$ cat src/rtl/vlbd_pkg.sv
package vlbd_pkg;

    localparam int NUM_WORDS = 15;
    localparam int NUM_KEEP  = 5;

    typedef enum logic [1:0] {
        ST_IDLE   = 2'd0,
        ST_HUNT   = 2'd1,
        ST_DECODE = 2'd2
    } dec_state_e;

    // Slot of a word (0-based arrival index) in the packed result, -1 when dropped.
    // Slot 0 is the most significant byte.
    function automatic int keep_slot(input int word_idx);
        int slot;
        case (word_idx)
            10:      slot = 0;
            11:      slot = 1;
            12:      slot = 2;
            13:      slot = 3;
            4:       slot = 4;
            default: slot = -1;
        endcase
        return slot;
    endfunction

endpackage

$ cat src/rtl/vlbd_line_gate.sv
module vlbd_line_gate #(
    parameter int TARGET_LINE = 16
) (
    input  logic clk,
    input  logic rst_n,
    input  logic field_start,
    input  logic line_start,
    input  logic first_field,
    output logic arm_o,
    output logic abort_o
);

    localparam int LINE_W = $clog2(TARGET_LINE + 2);
    localparam logic [LINE_W-1:0] LINE_MAX = {LINE_W{1'b1}};

    typedef struct packed {
        logic [LINE_W-1:0] line_cnt;
        logic              arm;
        logic              abort;
    } gate_t;

    gate_t gate_d, gate_q;

    always_comb begin
        gate_d       = gate_q;
        gate_d.arm   = 1'b0;
        gate_d.abort = 1'b0;
        if (field_start) begin
            gate_d.line_cnt = '0;
        end else if (line_start) begin
            if (gate_q.line_cnt != LINE_MAX) begin
                gate_d.line_cnt = gate_q.line_cnt + 1'b1;
            end
            if (first_field && (gate_q.line_cnt + 1'b1 == LINE_W'(TARGET_LINE))) begin
                gate_d.arm = 1'b1;
            end else begin
                gate_d.abort = 1'b1;
            end
        end
    end

    always_ff @(posedge clk) begin
        if (!rst_n) begin
            gate_q <= '0;
        end else begin
            gate_q <= gate_d;
        end
    end

    assign arm_o   = gate_q.arm;
    assign abort_o = gate_q.abort;

    assert_arm_on_first_field_R2: assert property (@(posedge clk) disable iff (!rst_n)
        gate_q.arm |-> ($past(line_start) && $past(first_field)));

    assert_arm_abort_exclusive_R9: assert property (@(posedge clk) disable iff (!rst_n)
        !(gate_q.arm && gate_q.abort));

endmodule

$ cat src/rtl/vlbd_half_sampler.sv
module vlbd_half_sampler #(
    parameter int SAMPLES_PER_HALF = 2
) (
    input  logic clk,
    input  logic rst_n,
    input  logic restart_i,
    input  logic sample_en,
    input  logic line_in,
    output logic half_stb_o,
    output logic half_val_o
);

    localparam int PH_W = (SAMPLES_PER_HALF > 1) ? $clog2(SAMPLES_PER_HALF) : 1;
    localparam logic [PH_W-1:0] PH_MID  = PH_W'(SAMPLES_PER_HALF / 2);
    localparam logic [PH_W-1:0] PH_LAST = PH_W'(SAMPLES_PER_HALF - 1);

    typedef struct packed {
        logic [PH_W-1:0] phase;
        logic            stb;
        logic            val;
    } samp_t;

    samp_t samp_d, samp_q;

    always_comb begin
        samp_d     = samp_q;
        samp_d.stb = 1'b0;
        if (restart_i) begin
            samp_d.phase = '0;
        end else if (sample_en) begin
            if (samp_q.phase == PH_MID) begin
                samp_d.stb = 1'b1;
                samp_d.val = line_in;
            end
            if (samp_q.phase == PH_LAST) begin
                samp_d.phase = '0;
            end else begin
                samp_d.phase = samp_q.phase + 1'b1;
            end
        end
    end

    always_ff @(posedge clk) begin
        if (!rst_n) begin
            samp_q <= '0;
        end else begin
            samp_q <= samp_d;
        end
    end

    assign half_stb_o = samp_q.stb;
    assign half_val_o = samp_q.val;

    assert_half_after_strobe_R3: assert property (@(posedge clk) disable iff (!rst_n)
        samp_q.stb |-> $past(sample_en));

    assert_phase_in_range_R3: assert property (@(posedge clk) disable iff (!rst_n)
        samp_q.phase <= PH_LAST);

endmodule

$ cat src/rtl/vlbd_frame_decoder.sv
module vlbd_frame_decoder
    import vlbd_pkg::*;
#(
    parameter int                  WORD_BITS     = 8,
    parameter int                  START_BITS    = 8,
    parameter logic [START_BITS-1:0] START_CODE  = 8'h5D,
    parameter int                  SEARCH_HALVES = 64
) (
    input  logic                          clk,
    input  logic                          rst_n,
    input  logic                          arm_i,
    input  logic                          abort_i,
    input  logic                          half_stb_i,
    input  logic                          half_val_i,
    output logic                          done_o,
    output logic                          err_o,
    output logic [NUM_KEEP*WORD_BITS-1:0] result_o
);

    localparam int RES_W       = NUM_KEEP * WORD_BITS;
    localparam int IDX_W       = $clog2(RES_W);
    localparam int CODE_HALVES = 2 * START_BITS;
    localparam int HC_W        = $clog2(SEARCH_HALVES + 1);
    localparam int WW          = $clog2(NUM_WORDS);
    localparam int BW          = (WORD_BITS > 1) ? $clog2(WORD_BITS) : 1;

    function automatic logic [CODE_HALVES-1:0] encode_code(input logic [START_BITS-1:0] c);
        logic [CODE_HALVES-1:0] r;
        for (int i = 0; i < START_BITS; i++) begin
            r[2*i+1] = c[i];
            r[2*i]   = ~c[i];
        end
        return r;
    endfunction

    localparam logic [CODE_HALVES-1:0] CODE_PAT = encode_code(START_CODE);

    typedef struct packed {
        dec_state_e             state;
        logic [CODE_HALVES-1:0] shift;
        logic [HC_W-1:0]        hunt_cnt;
        logic                   half_sel;
        logic                   first;
        logic [WW-1:0]          word;
        logic [BW-1:0]          bpos;
        logic [RES_W-1:0]       acc;
        logic                   err;
        logic                   done;
        logic [RES_W-1:0]       res;
        logic                   res_err;
    } dec_t;

    dec_t dec_d, dec_q;

    int               slot;
    logic [IDX_W-1:0] idx;

    always_comb begin
        slot = keep_slot(int'(dec_q.word));
        if (slot >= 0) begin
            idx = IDX_W'((NUM_KEEP - 1 - slot) * WORD_BITS + (WORD_BITS - 1) - int'(dec_q.bpos));
        end else begin
            idx = '0;
        end

        dec_d      = dec_q;
        dec_d.done = 1'b0;
        if (arm_i) begin
            dec_d.state    = ST_HUNT;
            dec_d.shift    = '0;
            dec_d.hunt_cnt = '0;
            dec_d.half_sel = 1'b0;
            dec_d.word     = '0;
            dec_d.bpos     = '0;
            dec_d.acc      = '0;
            dec_d.err      = 1'b0;
        end else if (abort_i) begin
            dec_d.state = ST_IDLE;
        end else if (half_stb_i) begin
            case (dec_q.state)
                ST_HUNT: begin
                    dec_d.shift    = {dec_q.shift[CODE_HALVES-2:0], half_val_i};
                    dec_d.hunt_cnt = dec_q.hunt_cnt + 1'b1;
                    if (dec_d.shift == CODE_PAT) begin
                        dec_d.state = ST_DECODE;
                    end else if (dec_d.hunt_cnt == HC_W'(SEARCH_HALVES)) begin
                        dec_d.state = ST_IDLE;
                    end
                end
                ST_DECODE: begin
                    if (!dec_q.half_sel) begin
                        dec_d.first    = half_val_i;
                        dec_d.half_sel = 1'b1;
                    end else begin
                        dec_d.half_sel = 1'b0;
                        if (slot >= 0) begin
                            dec_d.acc[idx] = dec_q.first;
                            if (dec_q.first == half_val_i) begin
                                dec_d.err = 1'b1;
                            end
                        end
                        if (dec_q.bpos == BW'(WORD_BITS - 1)) begin
                            dec_d.bpos = '0;
                            if (dec_q.word == WW'(NUM_WORDS - 1)) begin
                                dec_d.state   = ST_IDLE;
                                dec_d.done    = 1'b1;
                                dec_d.res     = dec_d.acc;
                                dec_d.res_err = dec_d.err;
                            end else begin
                                dec_d.word = dec_q.word + 1'b1;
                            end
                        end else begin
                            dec_d.bpos = dec_q.bpos + 1'b1;
                        end
                    end
                end
                default: ;
            endcase
        end
    end

    always_ff @(posedge clk) begin
        if (!rst_n) begin
            dec_q <= '0;
        end else begin
            dec_q <= dec_d;
        end
    end

    assign done_o   = dec_q.done;
    assign err_o    = dec_q.res_err;
    assign result_o = dec_q.res;

    assert_done_from_decode_R8: assert property (@(posedge clk) disable iff (!rst_n)
        dec_q.done |-> ($past(dec_q.state) == ST_DECODE));

    assert_done_single_cycle_R8: assert property (@(posedge clk) disable iff (!rst_n)
        dec_q.done |=> !dec_q.done);

    assert_result_hold_R8: assert property (@(posedge clk) disable iff (!rst_n)
        !dec_q.done |-> ($stable(dec_q.res) && $stable(dec_q.res_err)));

    assert_hunt_window_R5: assert property (@(posedge clk) disable iff (!rst_n)
        (dec_q.state == ST_HUNT) |-> (dec_q.hunt_cnt < HC_W'(SEARCH_HALVES)));

    assert_abort_to_idle_R9: assert property (@(posedge clk) disable iff (!rst_n)
        (abort_i && !arm_i) |=> (dec_q.state == ST_IDLE));

    assert_word_in_range_R6: assert property (@(posedge clk) disable iff (!rst_n)
        dec_q.word <= WW'(NUM_WORDS - 1));

endmodule

$ cat src/rtl/vline_biphase_decoder.sv
module vline_biphase_decoder
    import vlbd_pkg::*;
#(
    parameter int                    TARGET_LINE      = 16,
    parameter int                    SAMPLES_PER_HALF = 2,
    parameter int                    WORD_BITS        = 8,
    parameter int                    START_BITS       = 8,
    parameter logic [START_BITS-1:0] START_CODE       = 8'h5D,
    parameter int                    SEARCH_HALVES    = 64
) (
    input  logic                          clk,
    input  logic                          rst_n,
    input  logic                          sample_en,
    input  logic                          line_in,
    input  logic                          line_start,
    input  logic                          field_start,
    input  logic                          first_field,
    output logic                          line_done,
    output logic                          line_err,
    output logic [NUM_KEEP*WORD_BITS-1:0] line_data
);

    logic arm;
    logic abort;
    logic half_stb;
    logic half_val;

    vlbd_line_gate #(
        .TARGET_LINE(TARGET_LINE)
    ) i_line_gate (
        .clk        (clk),
        .rst_n      (rst_n),
        .field_start(field_start),
        .line_start (line_start),
        .first_field(first_field),
        .arm_o      (arm),
        .abort_o    (abort)
    );

    vlbd_half_sampler #(
        .SAMPLES_PER_HALF(SAMPLES_PER_HALF)
    ) i_half_sampler (
        .clk       (clk),
        .rst_n     (rst_n),
        .restart_i (arm),
        .sample_en (sample_en),
        .line_in   (line_in),
        .half_stb_o(half_stb),
        .half_val_o(half_val)
    );

    vlbd_frame_decoder #(
        .WORD_BITS    (WORD_BITS),
        .START_BITS   (START_BITS),
        .START_CODE   (START_CODE),
        .SEARCH_HALVES(SEARCH_HALVES)
    ) i_frame_decoder (
        .clk       (clk),
        .rst_n     (rst_n),
        .arm_i     (arm),
        .abort_i   (abort),
        .half_stb_i(half_stb),
        .half_val_i(half_val),
        .done_o    (line_done),
        .err_o     (line_err),
        .result_o  (line_data)
    );

    assert_done_excludes_arm_R2: assert property (@(posedge clk) disable iff (!rst_n)
        arm |=> !line_done);

endmodule

$ cat config.mk
export PLATFORM = sky130hd
export DESIGN_NAME = vline_biphase_decoder
export DESIGN_NICKNAME = d
export VERILOG_FILES = /design/src/rtl/vlbd_pkg.sv /design/src/rtl/vlbd_line_gate.sv /design/src/rtl/vlbd_half_sampler.sv /design/src/rtl/vlbd_frame_decoder.sv /design/src/rtl/vline_biphase_decoder.sv
export SDC_FILE = /design/constraint.sdc
export NUM_CORES = 1
export LEC_CHECK = 0
export ABC_AREA = 1
export ABC_CLOCK_PERIOD_IN_PS = 2200
export BUFFER_PORTS_ARGS = -buffer_cell sky130_fd_sc_hd__buf_2
export CAP_MARGIN = 0
export CORE_ASPECT_RATIO = 1.1
export CORE_MARGIN = 4
export CORE_UTILIZATION = 55
export CTS_BUF_LIST = sky130_fd_sc_hd__clkbuf_4 sky130_fd_sc_hd__clkbuf_8 sky130_fd_sc_hd__clkbuf_16
export CTS_CLUSTER_DIAMETER = 40
export DETAILED_ROUTE_END_ITERATION = 16
export PLACE_DENSITY = 0.77
export SLEW_MARGIN = 20
export SYNTH_ARGS = -nofsm -noshare
export SYNTH_HDL_FRONTEND = slang
export SYNTH_SLANG_ARGS = --single-unit
$ cat constraint.sdc
create_clock -name clk -period 2.2 [get_ports clk]
set_input_delay 0.44 -clock clk [delete_from_list [all_inputs] [get_ports clk]]
set_output_delay 0.44 -clock clk [all_outputs]
set_load 0.01 [all_outputs]
==> metrics.cfg <==
[route]
drc = 0
wire_per_inst_um = 13.94
via_per_inst = 5.321
vias = 6321
ant_nets = 0
routed_wl_um = 16560
drt_iter0_drc = 429
drtPass1Iterations = 5

[cts]
postCtsHoldBufs = 0
h-tree-depth = 4
numCtsBuffers = 17
clk_pin_slew_ns = 0.06
clockRootBuffer = clkbuf_16
clkLatencyLatePin_ns = 0.42
cts_sinks = 126
cts.path.max_buffers = 2
cts_tree = yes

[run_status]
status = finished, violations left
violations = negative setup slack

[synthesis]
synth_edf_count = 0
avgSynthCellArea_sq_um = 6.785
async_flop_share_pct = 0
syn-num-nets = 998
synth_area_leader_cell = dfxtp_1
synth_area_sq_um = 6629
synthFlopType = dfxtp_1
synth_commonest_cells = nand2_1 (305), dfxtp_1 (126), inv_1 (109), nand3_1 (106), nor2_1 (66)
synth.area.top_cells = dfxtp_1 (38%), nand2_1 (17%), nand3_1 (8.0%)
yosysUniqueCellTypes = 35
postSynthCellCount = 977
post-synth-top-count-cell = nand2_1
ys_seq_area_share_pct = 38.05
netlist.area_leader.share_pct = 38.05
synth-seq-cells = 126
ys.warnings.count = 0

[power]
seqPwrFrac_pct = 44.8
leakagePower_uw = 0.003708
vdd_drop_max_mv = 0.5502
pwr-share-clk_pct = 53.6
p_per_area_nw_per_um2 = 620.4
comb_power_share_pct = 1.6
p_sw_uw = 1047
intPower_uw = 4069
switching_share_pct = 20.46

[sta]
slew_headroom_pct = 50.17
postLayoutSetupSlackWorst_ns = -0.1673
fin_crit_ns = 2.367
max_freq_mhz = 422.4
finalHoldViolCount = 0
worstMarginPinSlew_ns = 0.7466
fin_worst_skew_ns = 0.009975
timing.final.crit_share_pct = 107.6
finalMaxSlewViolations = 0
rsz0062_at_grt = yes
setup_viol = 77

[worst_hold_path]
hold_path.class = input port to register

[floorplan]
die_h_um = 123.1
core_area_sq_um = 11640
row_count = 41
ios = 49
die_w_um = 112.7
dieArea_sq_um = 13870
start_util_pct = 56.92

[placed_design]
routabilityCongestion = 0.8449
pre_cts_ws_ns = -0.1679
placed_cells = 1140
hpwlAfterDp_um = 9897
numPortBuffers = 48

[layout]
final_core_util_pct = 70.82
antennaDiodeCount = 0
synthToLayoutAreaGrowth_pct = 24.41
fin_cells = 1188
fin_nets = 1046
n_fill_cell = 876
drive_gt1_share_pct = 26.30

[critical_path]
arrival_ns = 2.67
timing.rr.end = i_frame_decoder.dec_q[51]$_SDFFE_PP0P_
r2r_cells = 16
critPathMaxFanout = 8
crit_path_end_kind = register
r2r_slack_ns = -0.17
worstSetupPathType = register to register
crit_path_start_kind = register
endpoint = i_frame_decoder.dec_q[51]$_SDFFE_PP0P_
cp-startpoint = i_frame_decoder.dec_q[86]$_SDFFE_PP0P_
reg2reg_from = i_frame_decoder.dec_q[86]$_SDFFE_PP0P_
critPathRequiredTime_ns = 2.51

[grt]
track_usage_pct = 23.21
grt_pass1_wl_um = 26040
first_global_vias = 5664
grt_max_degree = 62
antenna_found_initial = 0
grt_remaining_overflow = 0

[flow_run]
drv_cap = 0

[worst max-delay path, cell delays in order, from the launching register on]
cell and delay [ns]:
dfxtp_4 0.39, ha_4 0.15, inv_1 0.06, nand2_2 0.07, nand2_2 0.06, nand2_2 0.09, o21a_1 0.17, ha_4 0.15
nand4_1 0.16, nand2_4 0.15, buf_6 0.11, nand3_4 0.17, clkinv_4 0.14, nand2_2 0.07, nand2_2 0.13, buf_6 0.10
a31oi_2 0.07
[cells by family after synthesis]
logic type / synth area share (%)
XOR/XNOR: 0.2643
buffers and inverters: 14.55
flip-flops: 38.05
AO/OA/AOI/OAI: 11.97
adder cells (fa/ha/maj): 2.643
AND/OR/NAND/NOR: 32.52
[repair_timing]
action | in CTS | in global routing
resized for setup | 47 | 102
pin swaps | 19 | 67
endpoints found under the setup margin | 55 | 80
buffers inserted | 7 | 6
gates cloned | 2 | 2
[routing by layer]
metal  share of wire (%)  vias up  global-route usage (%)
met5                   0        -                       0
met4                 5.3        0                   13.97
met3                 6.4       79                   4.944
met2                  49      212                   39.26
met1                  40     2852                   27.04
li1                    -     3178                       -
[area by class of cell]
class                   instances  area, sq um  area share (%)
clock inverters                 6        55.05          0.6676
repair inverters                1        5.005         0.06069
flip-flops and latches        126         2530           30.68
multi-input cells             656         3689           44.73
inverters                     118        462.9           5.614
clock buffers                  26        530.5           6.433
well taps                     150        187.7           2.276
repair buffers                105        787.0           9.543
[cells in the final DEF, fill, tap and decap left out, types with 4 or more instances in the layout]
cell type and instances:
a21oi_1 22, a31oi_1 5, buf_12 5, buf_2 48, buf_4 45, buf_6 5, clkbuf_16 18, clkbuf_8 6
clkinv_2 6, dfxtp_1 124, ha_1 9, ha_4 4, inv_1 102, inv_2 8, nand2_1 256, nand2_2 39
nand2_4 12, nand3_1 77, nand3_2 25, nand3_4 5, nand4_1 10, nor2_1 52, nor2_2 11, nor2_4 14
nor3_1 7, o21a_1 41, o21ai_0 45
[metrics by stage]
step	setup TNS (ns)	area, sq um	hold WS [ns]	total power (uW)
after global routing	-16.56	8247	0.2837	5256
after floorplan	0	6659	0.4262	2397
after global placement	-1.258	6937	0.4364	2425
final	-5.433	8247	0.2701	5117
after detailed placement	-3.137	6937	0.4388	2426
after CTS	-0.1531	7792	0.2605	5147
[power by group through the flow]
stage / Clock (uW) / Sequential (uW) / Combinational, uW
4_1_cts: 2770 / 2290 / 82.2
2_1_floorplan: 0 / 2340 / 54.0
3_3_place_gp: 0 / 2340 / 80.7
6_report: 2740 / 2290 / 81.2
5_1_grt: 2870 / 2290 / 92.9
3_5_place_dp: 0 / 2340 / 81.7
[worst min-delay path by stage]
stage / start / cells past startpoint / to
2_1_floorplan: i_frame_decoder.dec_q[45]$_SDFFE_PP0P_ / 2 / i_frame_decoder.dec_q[45]$_SDFFE_PP0P_
3_3_place_gp: i_frame_decoder.dec_q[62]$_SDFFE_PP0P_ / 2 / i_frame_decoder.dec_q[62]$_SDFFE_PP0P_
3_5_place_dp: i_frame_decoder.dec_q[66]$_SDFFE_PP0P_ / 2 / i_frame_decoder.dec_q[66]$_SDFFE_PP0P_
4_1_cts: line_start / 2 / i_line_gate.arm_o$_SDFF_PP0_
5_1_grt: line_start / 2 / i_line_gate.arm_o$_SDFF_PP0_
6_report: line_start / 2 / i_line_gate.arm_o$_SDFF_PP0_
[sequential cells by signal (all words and copies together), names as in the netlist]
register	cells
i_frame_decoder.dec_q	74
i_frame_decoder.done_o	1
i_frame_decoder.err_o	1
i_frame_decoder.result_o	40
i_half_sampler.half_stb_o	1
i_half_sampler.half_val_o	1
i_half_sampler.samp_q	1
i_line_gate.abort_o	1
i_line_gate.arm_o	1
i_line_gate.gate_q	5
Power figures use the tool's default switching activity.
